--- src/rtl/aux_arb_pkg.sv ---
package aux_arb_pkg;

  typedef enum logic [2:0] {
    ST_FREE,
    ST_MCU,
    ST_RST_HI,
    ST_RST_LO,
    ST_SW
  } arbState_t;

  localparam logic [1:0] OWN_NONE = 2'd0;
  localparam logic [1:0] OWN_SW   = 2'd1;
  localparam logic [1:0] OWN_MCU  = 2'd2;

  typedef struct packed {
    logic startSeq;
    logic dropRst;
    logic abortSeq;
    logic cntRun;
    logic grantSw;
    logic grantMcu;
    logic freeChan;
    logic refuseSw;
  } arbStrobe_t;

endpackage

--- src/rtl/aux_arb_ctrl.sv ---
module aux_arb_ctrl
  import aux_arb_pkg::*;
(
  input  logic       clk,
  input  logic       rstN,
  input  logic       swReq,
  input  logic       swRelease,
  input  logic       mcuReq,
  input  logic       mcuRelease,
  input  logic       resetDone,
  input  logic       chanEnabled,
  input  logic       waitExpired,
  output arbStrobe_t stb
);

  arbState_t state, stateNext;

  always_ff @(posedge clk or negedge rstN) begin
    if (!rstN) state <= ST_FREE;
    else       state <= stateNext;
  end

  always_comb begin
    stateNext = state;
    stb       = '0;
    unique case (state)
      ST_FREE: begin
        if (mcuReq) begin
          stateNext    = ST_MCU;
          stb.grantMcu = 1'b1;
          stb.refuseSw = swReq;
        end else if (swReq) begin
          if (chanEnabled) begin
            stateNext   = ST_SW;
            stb.grantSw = 1'b1;
          end else begin
            stateNext    = ST_RST_HI;
            stb.startSeq = 1'b1;
          end
        end
      end
      ST_MCU: begin
        stb.refuseSw = swReq;
        if (mcuRelease) begin
          stateNext    = ST_FREE;
          stb.freeChan = 1'b1;
        end
      end
      ST_RST_HI: begin
        if (resetDone) begin
          stateNext   = ST_RST_LO;
          stb.dropRst = 1'b1;
        end else if (waitExpired) begin
          stateNext    = ST_FREE;
          stb.abortSeq = 1'b1;
        end else begin
          stb.cntRun = 1'b1;
        end
      end
      ST_RST_LO: begin
        if (!resetDone) begin
          stateNext   = ST_SW;
          stb.grantSw = 1'b1;
        end else if (waitExpired) begin
          stateNext    = ST_FREE;
          stb.abortSeq = 1'b1;
        end else begin
          stb.cntRun = 1'b1;
        end
      end
      ST_SW: begin
        if (swRelease) begin
          stateNext    = ST_FREE;
          stb.freeChan = 1'b1;
        end
      end
      default: stateNext = ST_FREE;
    endcase
  end

  AST_TIE_MCU_WINS: assert property (@(posedge clk) disable iff (!rstN)
    (state == ST_FREE && mcuReq) |=> (state == ST_MCU));
  AST_DONE_ENDS_RESET: assert property (@(posedge clk) disable iff (!rstN)
    (state == ST_RST_HI && resetDone) |=> (state == ST_RST_LO));
  AST_SEQ_NO_MCU: assert property (@(posedge clk) disable iff (!rstN)
    (state == ST_RST_LO) |-> (stateNext != ST_MCU));

endmodule

--- src/rtl/aux_arb_dp.sv ---
module aux_arb_dp
  import aux_arb_pkg::*;
#(
  parameter int POLL_INTERVAL = 100,
  parameter int POLL_LIMIT    = 11
) (
  input  logic       clk,
  input  logic       rstN,
  input  arbStrobe_t stb,
  output logic       chanEnabled,
  output logic       waitExpired,
  output logic       auxEnable,
  output logic       auxReset,
  output logic [1:0] ownStatus,
  output logic       swRefused,
  output logic       seqError
);

  localparam int WAIT_CYCLES = POLL_INTERVAL * POLL_LIMIT;
  localparam int CNT_W       = $clog2(WAIT_CYCLES + 1);
  localparam logic [CNT_W-1:0] CNT_LAST = CNT_W'(WAIT_CYCLES - 1);

  logic [CNT_W-1:0] waitCnt;

  assign waitExpired = (waitCnt == CNT_LAST);
  assign chanEnabled = auxEnable;

  always_ff @(posedge clk or negedge rstN) begin
    if (!rstN) begin
      waitCnt <= '0;
    end else if (stb.startSeq || stb.dropRst) begin
      waitCnt <= '0;
    end else if (stb.cntRun) begin
      waitCnt <= waitCnt + 1'b1;
    end
  end

  always_ff @(posedge clk or negedge rstN) begin
    if (!rstN) begin
      auxEnable <= 1'b0;
      auxReset  <= 1'b0;
      seqError  <= 1'b0;
    end else begin
      if (stb.startSeq) begin
        auxEnable <= 1'b1;
        auxReset  <= 1'b1;
      end
      if (stb.dropRst) auxReset <= 1'b0;
      if (stb.abortSeq) begin
        auxEnable <= 1'b0;
        auxReset  <= 1'b0;
        seqError  <= 1'b1;
      end
    end
  end

  always_ff @(posedge clk or negedge rstN) begin
    if (!rstN) begin
      ownStatus <= OWN_NONE;
      swRefused <= 1'b0;
    end else begin
      swRefused <= stb.refuseSw;
      if (stb.grantSw)       ownStatus <= OWN_SW;
      else if (stb.grantMcu) ownStatus <= OWN_MCU;
      else if (stb.freeChan) ownStatus <= OWN_NONE;
    end
  end

  AST_WAIT_BOUND: assert property (@(posedge clk) disable iff (!rstN)
    waitCnt <= CNT_LAST);
  AST_RST_NEEDS_EN: assert property (@(posedge clk) disable iff (!rstN)
    auxReset |-> auxEnable);

endmodule

--- src/rtl/aux_own_arb.sv ---
module aux_own_arb
  import aux_arb_pkg::*;
#(
  parameter int POLL_INTERVAL = 100,
  parameter int POLL_LIMIT    = 11
) (
  input  logic       clk,
  input  logic       rstN,
  input  logic       swReq,
  input  logic       swRelease,
  input  logic       mcuReq,
  input  logic       mcuRelease,
  input  logic       resetDone,
  output logic       auxEnable,
  output logic       auxReset,
  output logic [1:0] ownStatus,
  output logic       swRefused,
  output logic       seqError
);

  arbStrobe_t stb;
  logic       chanEnabled;
  logic       waitExpired;

  aux_arb_ctrl ctrl_i (
    .clk         (clk),
    .rstN        (rstN),
    .swReq       (swReq),
    .swRelease   (swRelease),
    .mcuReq      (mcuReq),
    .mcuRelease  (mcuRelease),
    .resetDone   (resetDone),
    .chanEnabled (chanEnabled),
    .waitExpired (waitExpired),
    .stb         (stb)
  );

  aux_arb_dp #(
    .POLL_INTERVAL (POLL_INTERVAL),
    .POLL_LIMIT    (POLL_LIMIT)
  ) dp_i (
    .clk         (clk),
    .rstN        (rstN),
    .stb         (stb),
    .chanEnabled (chanEnabled),
    .waitExpired (waitExpired),
    .auxEnable   (auxEnable),
    .auxReset    (auxReset),
    .ownStatus   (ownStatus),
    .swRefused   (swRefused),
    .seqError    (seqError)
  );

  AST_STATUS_LEGAL: assert property (@(posedge clk) disable iff (!rstN)
    ownStatus != 2'd3);
  AST_MCU_REFUSES_SW: assert property (@(posedge clk) disable iff (!rstN)
    (ownStatus == OWN_MCU && swReq && !mcuRelease) |=> (ownStatus == OWN_MCU && swRefused));
  AST_NO_GRANT_IN_RESET: assert property (@(posedge clk) disable iff (!rstN)
    auxReset |-> (ownStatus == OWN_NONE));
  AST_SW_NEEDS_EN: assert property (@(posedge clk) disable iff (!rstN)
    (ownStatus == OWN_SW) |-> auxEnable);
  AST_SW_RELEASE: assert property (@(posedge clk) disable iff (!rstN)
    (ownStatus == OWN_SW && swRelease) |=> (ownStatus == OWN_NONE));
  AST_ERR_STICKY: assert property (@(posedge clk) disable iff (!rstN)
    seqError |=> seqError);

endmodule

--- config.mk ---
export PLATFORM = sky130hd
export DESIGN_NAME = aux_own_arb
export DESIGN_NICKNAME = d
export VERILOG_FILES = /design/src/rtl/aux_arb_pkg.sv /design/src/rtl/aux_arb_ctrl.sv /design/src/rtl/aux_arb_dp.sv /design/src/rtl/aux_own_arb.sv
export SDC_FILE = /design/constraint.sdc
export NUM_CORES = 1
export LEC_CHECK = 0
export BUFFER_PORTS_ARGS = -buffer_cell sky130_fd_sc_hd__buf_2
export CAP_MARGIN = 10
export CORE_ASPECT_RATIO = 1.25
export CORE_UTILIZATION = 56
export CTS_CLUSTER_SIZE = 28
export DETAILED_ROUTE_END_ITERATION = 8
export PLACE_DENSITY = 0.77
export SLEW_MARGIN = 20
export SYNTH_ARGS = -nofsm -noshare
export SYNTH_HDL_FRONTEND = slang
export SYNTH_SLANG_ARGS = --single-unit
--- constraint.sdc ---
create_clock -name clk -period 2.1 [get_ports clk]
set_input_delay 0.21 -clock clk [delete_from_list [all_inputs] [get_ports clk]]
set_output_delay 0.21 -clock clk [all_outputs]
set_load 0.01 [all_outputs]
## Yosys cells after proc, flatten, opt, wreduce, memory -nomap -nowiden

Index checks and enable logic that the tools add are counted.

| word-level totals | value |
|---|---|
| bits in registers | 20 |
| bits of input ports | 7 |
| word-level logic and storage cells | 64 |

| cells by class | value |
|---|---|
| reductions and logical operators | 7 |
| add/subtract/negate cells | 1 |
| mux-type cells | 41 |
| eq/ne operators | 8 |

Operators by type and width:

| operator | count |
|---|---|
| 3-bit two-way mux | 8 |
| 11-bit two-way mux | 2 |
| 1-bit two-way mux | 21 |
| 3-bit case mux with 5 select lines | 1 |
| 11-bit by 1-bit adder with 11-bit output, second input constant | 1 |
| 11-bit == test, second input constant | 1 |
| 2-bit two-way mux | 5 |
| 3-bit by 2-bit == test with 1-bit output, second input constant | 2 |
| 1-bit case mux with 2 select lines | 3 |
| 3-bit nonzero test | 2 |
| 2-bit != test, second input constant | 2 |
| 2-bit case mux with 2 select lines | 1 |
| 2-bit nonzero test | 2 |
| 3-bit by 1-bit == test with 1-bit output, second input constant | 1 |
| 3-bit == test, second input constant | 1 |
| 3-bit zero test | 1 |
| 3-bit != test, second input constant | 1 |
| 3-bit AND reduction | 1 |
| 1-bit logical OR | 1 |

## Depth between registers and ports, before layout

| depth | value |
|---|---|
| word-level depth | 7 |
| gate-level depth with buffers | 6 |
| depth with buffers taken out | 5 |

## By module

From an unflattened synthesis, not the netlist that was laid out.

| unflattened totals | value |
|---|---|
| cells, all modules | 116 |
| area, all modules | 1113.6 um^2 |

By module, submodules not included:

| module | instances | area each (um^2) | cells an instance |
|---|---|---|---|
| aux_arb_dp | 1 | 817.0 | 79 |
| aux_arb_ctrl | 1 | 296.5 | 37 |

## Worst setup path after synthesis

Ideal clock, no wire load.

| timing path | value |
|---|---|
| path kind | register to register |
| start point | register ctrl_i.state[2] |
| end point | register dp_i.waitCnt[8] |
| setup slack | 0.344 ns |
| arrival time | 1.631 ns |
| stages on the path, launching flop included | 7 |
| library setup time | 0.126 ns |
| clock period less this slack | 1.756 ns |
| buffers on the path | 2 |
| cell sequence | dfrtp_1 > buf_6 > nand2b_4 > or2_1 > buf_6 > or4_4 > mux2i_1 |

| on the way | value |
|---|---|
| word-level cells in the longest chain between the ends | 4 |
| elaborated cells between the ends (all ways) | 9 |
| classes of those cells | eq/ne (2); mux (4); reduce/logical (3) |

Ends and longest elaborated chain:

| what | RTL line | RTL |
|---|---|---|
| from (decl) | aux_arb_ctrl.sv:16 | `arbState_t state, stateNext;` |
| from (signal assigned) | aux_arb_ctrl.sv:20 | `else state <= stateNext;` |
| 3-bit by 2-bit == test with 1-bit output or 3-bit zero test (tied branches) | aux_arb_ctrl.sv:26 | `unique case (state)` |
| 1-bit two-way mux | aux_arb_ctrl.sv:26 |  |
| 1-bit logical OR | aux_arb_dp.sv:31 | `end else if (stb.startSeq \|\| stb.dropRst) begin` |
| 11-bit two-way mux or 2-bit nonzero test (tied branches) | n/a |  |
| to (signal assigned) | aux_arb_dp.sv:34 | `waitCnt <= waitCnt + 1'b1;` |
| to (decl) | aux_arb_dp.sv:23 | `logic [CNT_W-1:0] waitCnt;` |

Parallel ways exist; a longest one is shown, timed or not.
A chain may end at the register's enable or synchronous reset.

## Worst setup path after layout

Same ends and word-level chain as after synthesis.

==> reports/summary.txt <==
status: finished clean
Reg2Reg Depth: 4
die width: 41.2 um
syn_nets: 118
Clk Latency, worst-skew pair: 0.30 ns
WHS Path Cells: 2
Worst-path clk slew: 0.11 ns
Max-Slew Margin vs Limit: 0.641
Design Power: 1.14 mW
count leader, synth: dfrtp_1
r2r startpoint: ctrl_i.state[2]$_DFFE_PN0P_
Max FO, Critical Path: 10
Setup TNS: 0 ns
Setup Skew: 0.00298 ns
setup ws final: 0.257 ns
hold endpoint: ctrl_i.state[2]$_DFFE_PN0P_
total grt overflow: 0
Slew Viols, Final: 0
fraction of synthesized cell area taken by the top area cell type: 0.466
Setup CP Type: reg -> reg
maximum vdd ir drop: 0.521 mV
Antenna diodes: 0
Max Buffers Root-to-Sink: 2
synth cell count leaders: 20 x dfrtp_1, 10 x nor2_1, 9 x nand3_1
Post-Synthesis Cells: 110
HP Class: in -> reg
Leak: 0.519 nW
Post-synth EDFFs: 0
die height: 51.0 um
family with the most delay on the worst path: simple AND/OR/NAND/NOR gates
Worst setup startpoint: ctrl_i.state[2]$_DFFE_PN0P_
Area Growth Syn to Fin: 9.66%
Max-Cap Viols: 0
post-route ant nets: 0
TritonCTS Buffers: 3
crit path time final: 1.84 ns
post-synthesis sequential area ratio: 0.466
Root Driver: clkbuf_4
Yosys warning count: 0
Nets: 133
Critical Path Slowest Stage Cell: or4_4
worst-margin pin slew: 0.532 ns
crit path launch type: flop
Routed WL: 2090 um
FMAX: 0.543 GHz
Initial Utilization: 0.602
number of core rows: 17
Synth async-reset ratio: 1.00
GPL Wtd Cong: 0.932
Worst EP arrival: 2.03 ns
RSZ-0062 raised after global routing: false
Multi-input gate area: 529 um^2
Worst Setup End Kind: flop
core area: 1790 um^2
Primary FF master, synth: dfrtp_1
top cells by area, synth: dfrtp_1 47%, nand3_1 4.2%, nor2_1 3.5%
wire per inst: 14.6 um
# IOs: 13
1st-pass router iterations: 4
first-pass GRT wire length: 3250 um
IO buf count: 12
storage element area: 500 um^2
r2r endpoint: dp_i.waitCnt[8]$_DFFE_PN0P_
Post-CTS Setup Bufs: 0
H-tree depth: 1
TritonCTS clock tree: built
largest net degree at the start of global routing: 21
Fillers: 131
via density per instance: 6.30
pwr dens: 970 nW/um^2
setup violators final: 0
number of remaining DRC errors: 0
total number of vias: 901
vias in the first global route: 815
worst stage delay on the critical path: 0.57 ns
reg2reg setup slack: 0.26 ns
GRT Total Usage: 0.230
clk sinks: 20
synthesized flop and latch total: 20
HP Start: swRelease
required time worst endpoint: 2.29 ns
Distinct cells, synth: 36
final worst-path cycle share: 0.877
Mapped Area: 1070 um^2
Resized Gates After CTS: 0
share of layout cells above drive strength 1: 0.185
top cell type by total area after synthesis: dfrtp_1
die footprint: 2100 um^2
final hold violations: 0
syn_area_per_cell: 9.77 um^2
Initial DRC Count: 28
initial antenna violation count: 0
Final HPWL DP: 1560 um
crit-path cells: nand2b_4, or2_1, or4_4, mux2i_1
Crit path buffers/inverters: 0
DP Worst Slack: 0.273 ns
repair_timing:
item	CTS	global route
hold buffers	1	0
endpoints found under the hold margin	20	0
endpoints found under the setup margin	0	0
power breakdown:
group	switching, mW	internal [mW]	leakage (nW)
registers	0.108	0.488	0.259
clock network	0.113	0.106	0.0210
logic	0.170	0.158	0.240
total	0.391	0.752	0.519
flip-flops by register name, summed over array words and instances, names as in the netlist:
name / count
dp_i.auxEnable: 1
dp_i.waitCnt: 11
ctrl_i.state: 3
dp_i.swRefused: 1
dp_i.ownStatus: 2
dp_i.auxReset: 1
dp_i.seqError: 1
area by class of cell:
cell class,instances,share of cell area
multi-input combinational,83,0.449
timing repair buffer,14,0.0658
sequential,20,0.425
tap,19,0.0202
clock buffer,4,0.0308
inverter,3,0.00955
placed cells by master, fill, tap and decap left out, types with 4 or more instances in the layout:
master,n
a21oi_1,7
buf_2,12
dfrtp_1,20
nand2_1,7
nand3_1,9
nor2_1,10
nor3_1,4
xnor2_1,4
stage by stage:
stage | util | cells | instance area (um^2) | hold slack (ns)
3_5_place_dp | 0.634 | 138 | 1130 | 0.180
4_1_cts | 0.660 | 143 | 1180 | 0.0922
2_1_floorplan | - | 110 | 1070 | -0.0856
6_report | 0.660 | 143 | 1180 | 0.0905
3_3_place_gp | 0.634 | 138 | 1130 | 0.173
5_1_grt | 0.660 | 143 | 1180 | 0.0914
cells by family (layout without fill, tap and decap cells):
| group | after synthesis | count (layout) | share of synthesized area |
|---|---|---|---|
| XOR/XNOR | 5 | 5 | 0.0407 |
| AO/OA/AOI/OAI | 18 | 18 | 0.101 |
| flip-flops | 20 | 20 | 0.466 |
| AND/OR/NAND/NOR | 56 | 56 | 0.311 |
| adder cells (fa/ha/maj) | 1 | 1 | 0.0116 |
| multiplexers | 3 | 3 | 0.0279 |
| buffers and inverters | 7 | 21 | 0.0419 |
routing by layer:
metal  global-route usage  wire length [um]
met5                    0                 0
met1                0.289               901
met3               0.0261                93
met2                0.367              1020
met4                0.124                76
how the worst max path moves through the flow:
stage                                   to  slack [ns]  depth (start not counted)
2_1_floorplan  dp_i.waitCnt[8]$_DFFE_PN0P_        0.34                          6
3_3_place_gp   dp_i.waitCnt[8]$_DFFE_PN0P_        0.32                          4
3_5_place_dp   dp_i.waitCnt[8]$_DFFE_PN0P_        0.27                          4
4_1_cts        dp_i.waitCnt[8]$_DFFE_PN0P_        0.26                          4
5_1_grt        dp_i.waitCnt[8]$_DFFE_PN0P_        0.18                          4
6_report       dp_i.waitCnt[8]$_DFFE_PN0P_        0.26                          4
Power figures use the tool's default switching activity.
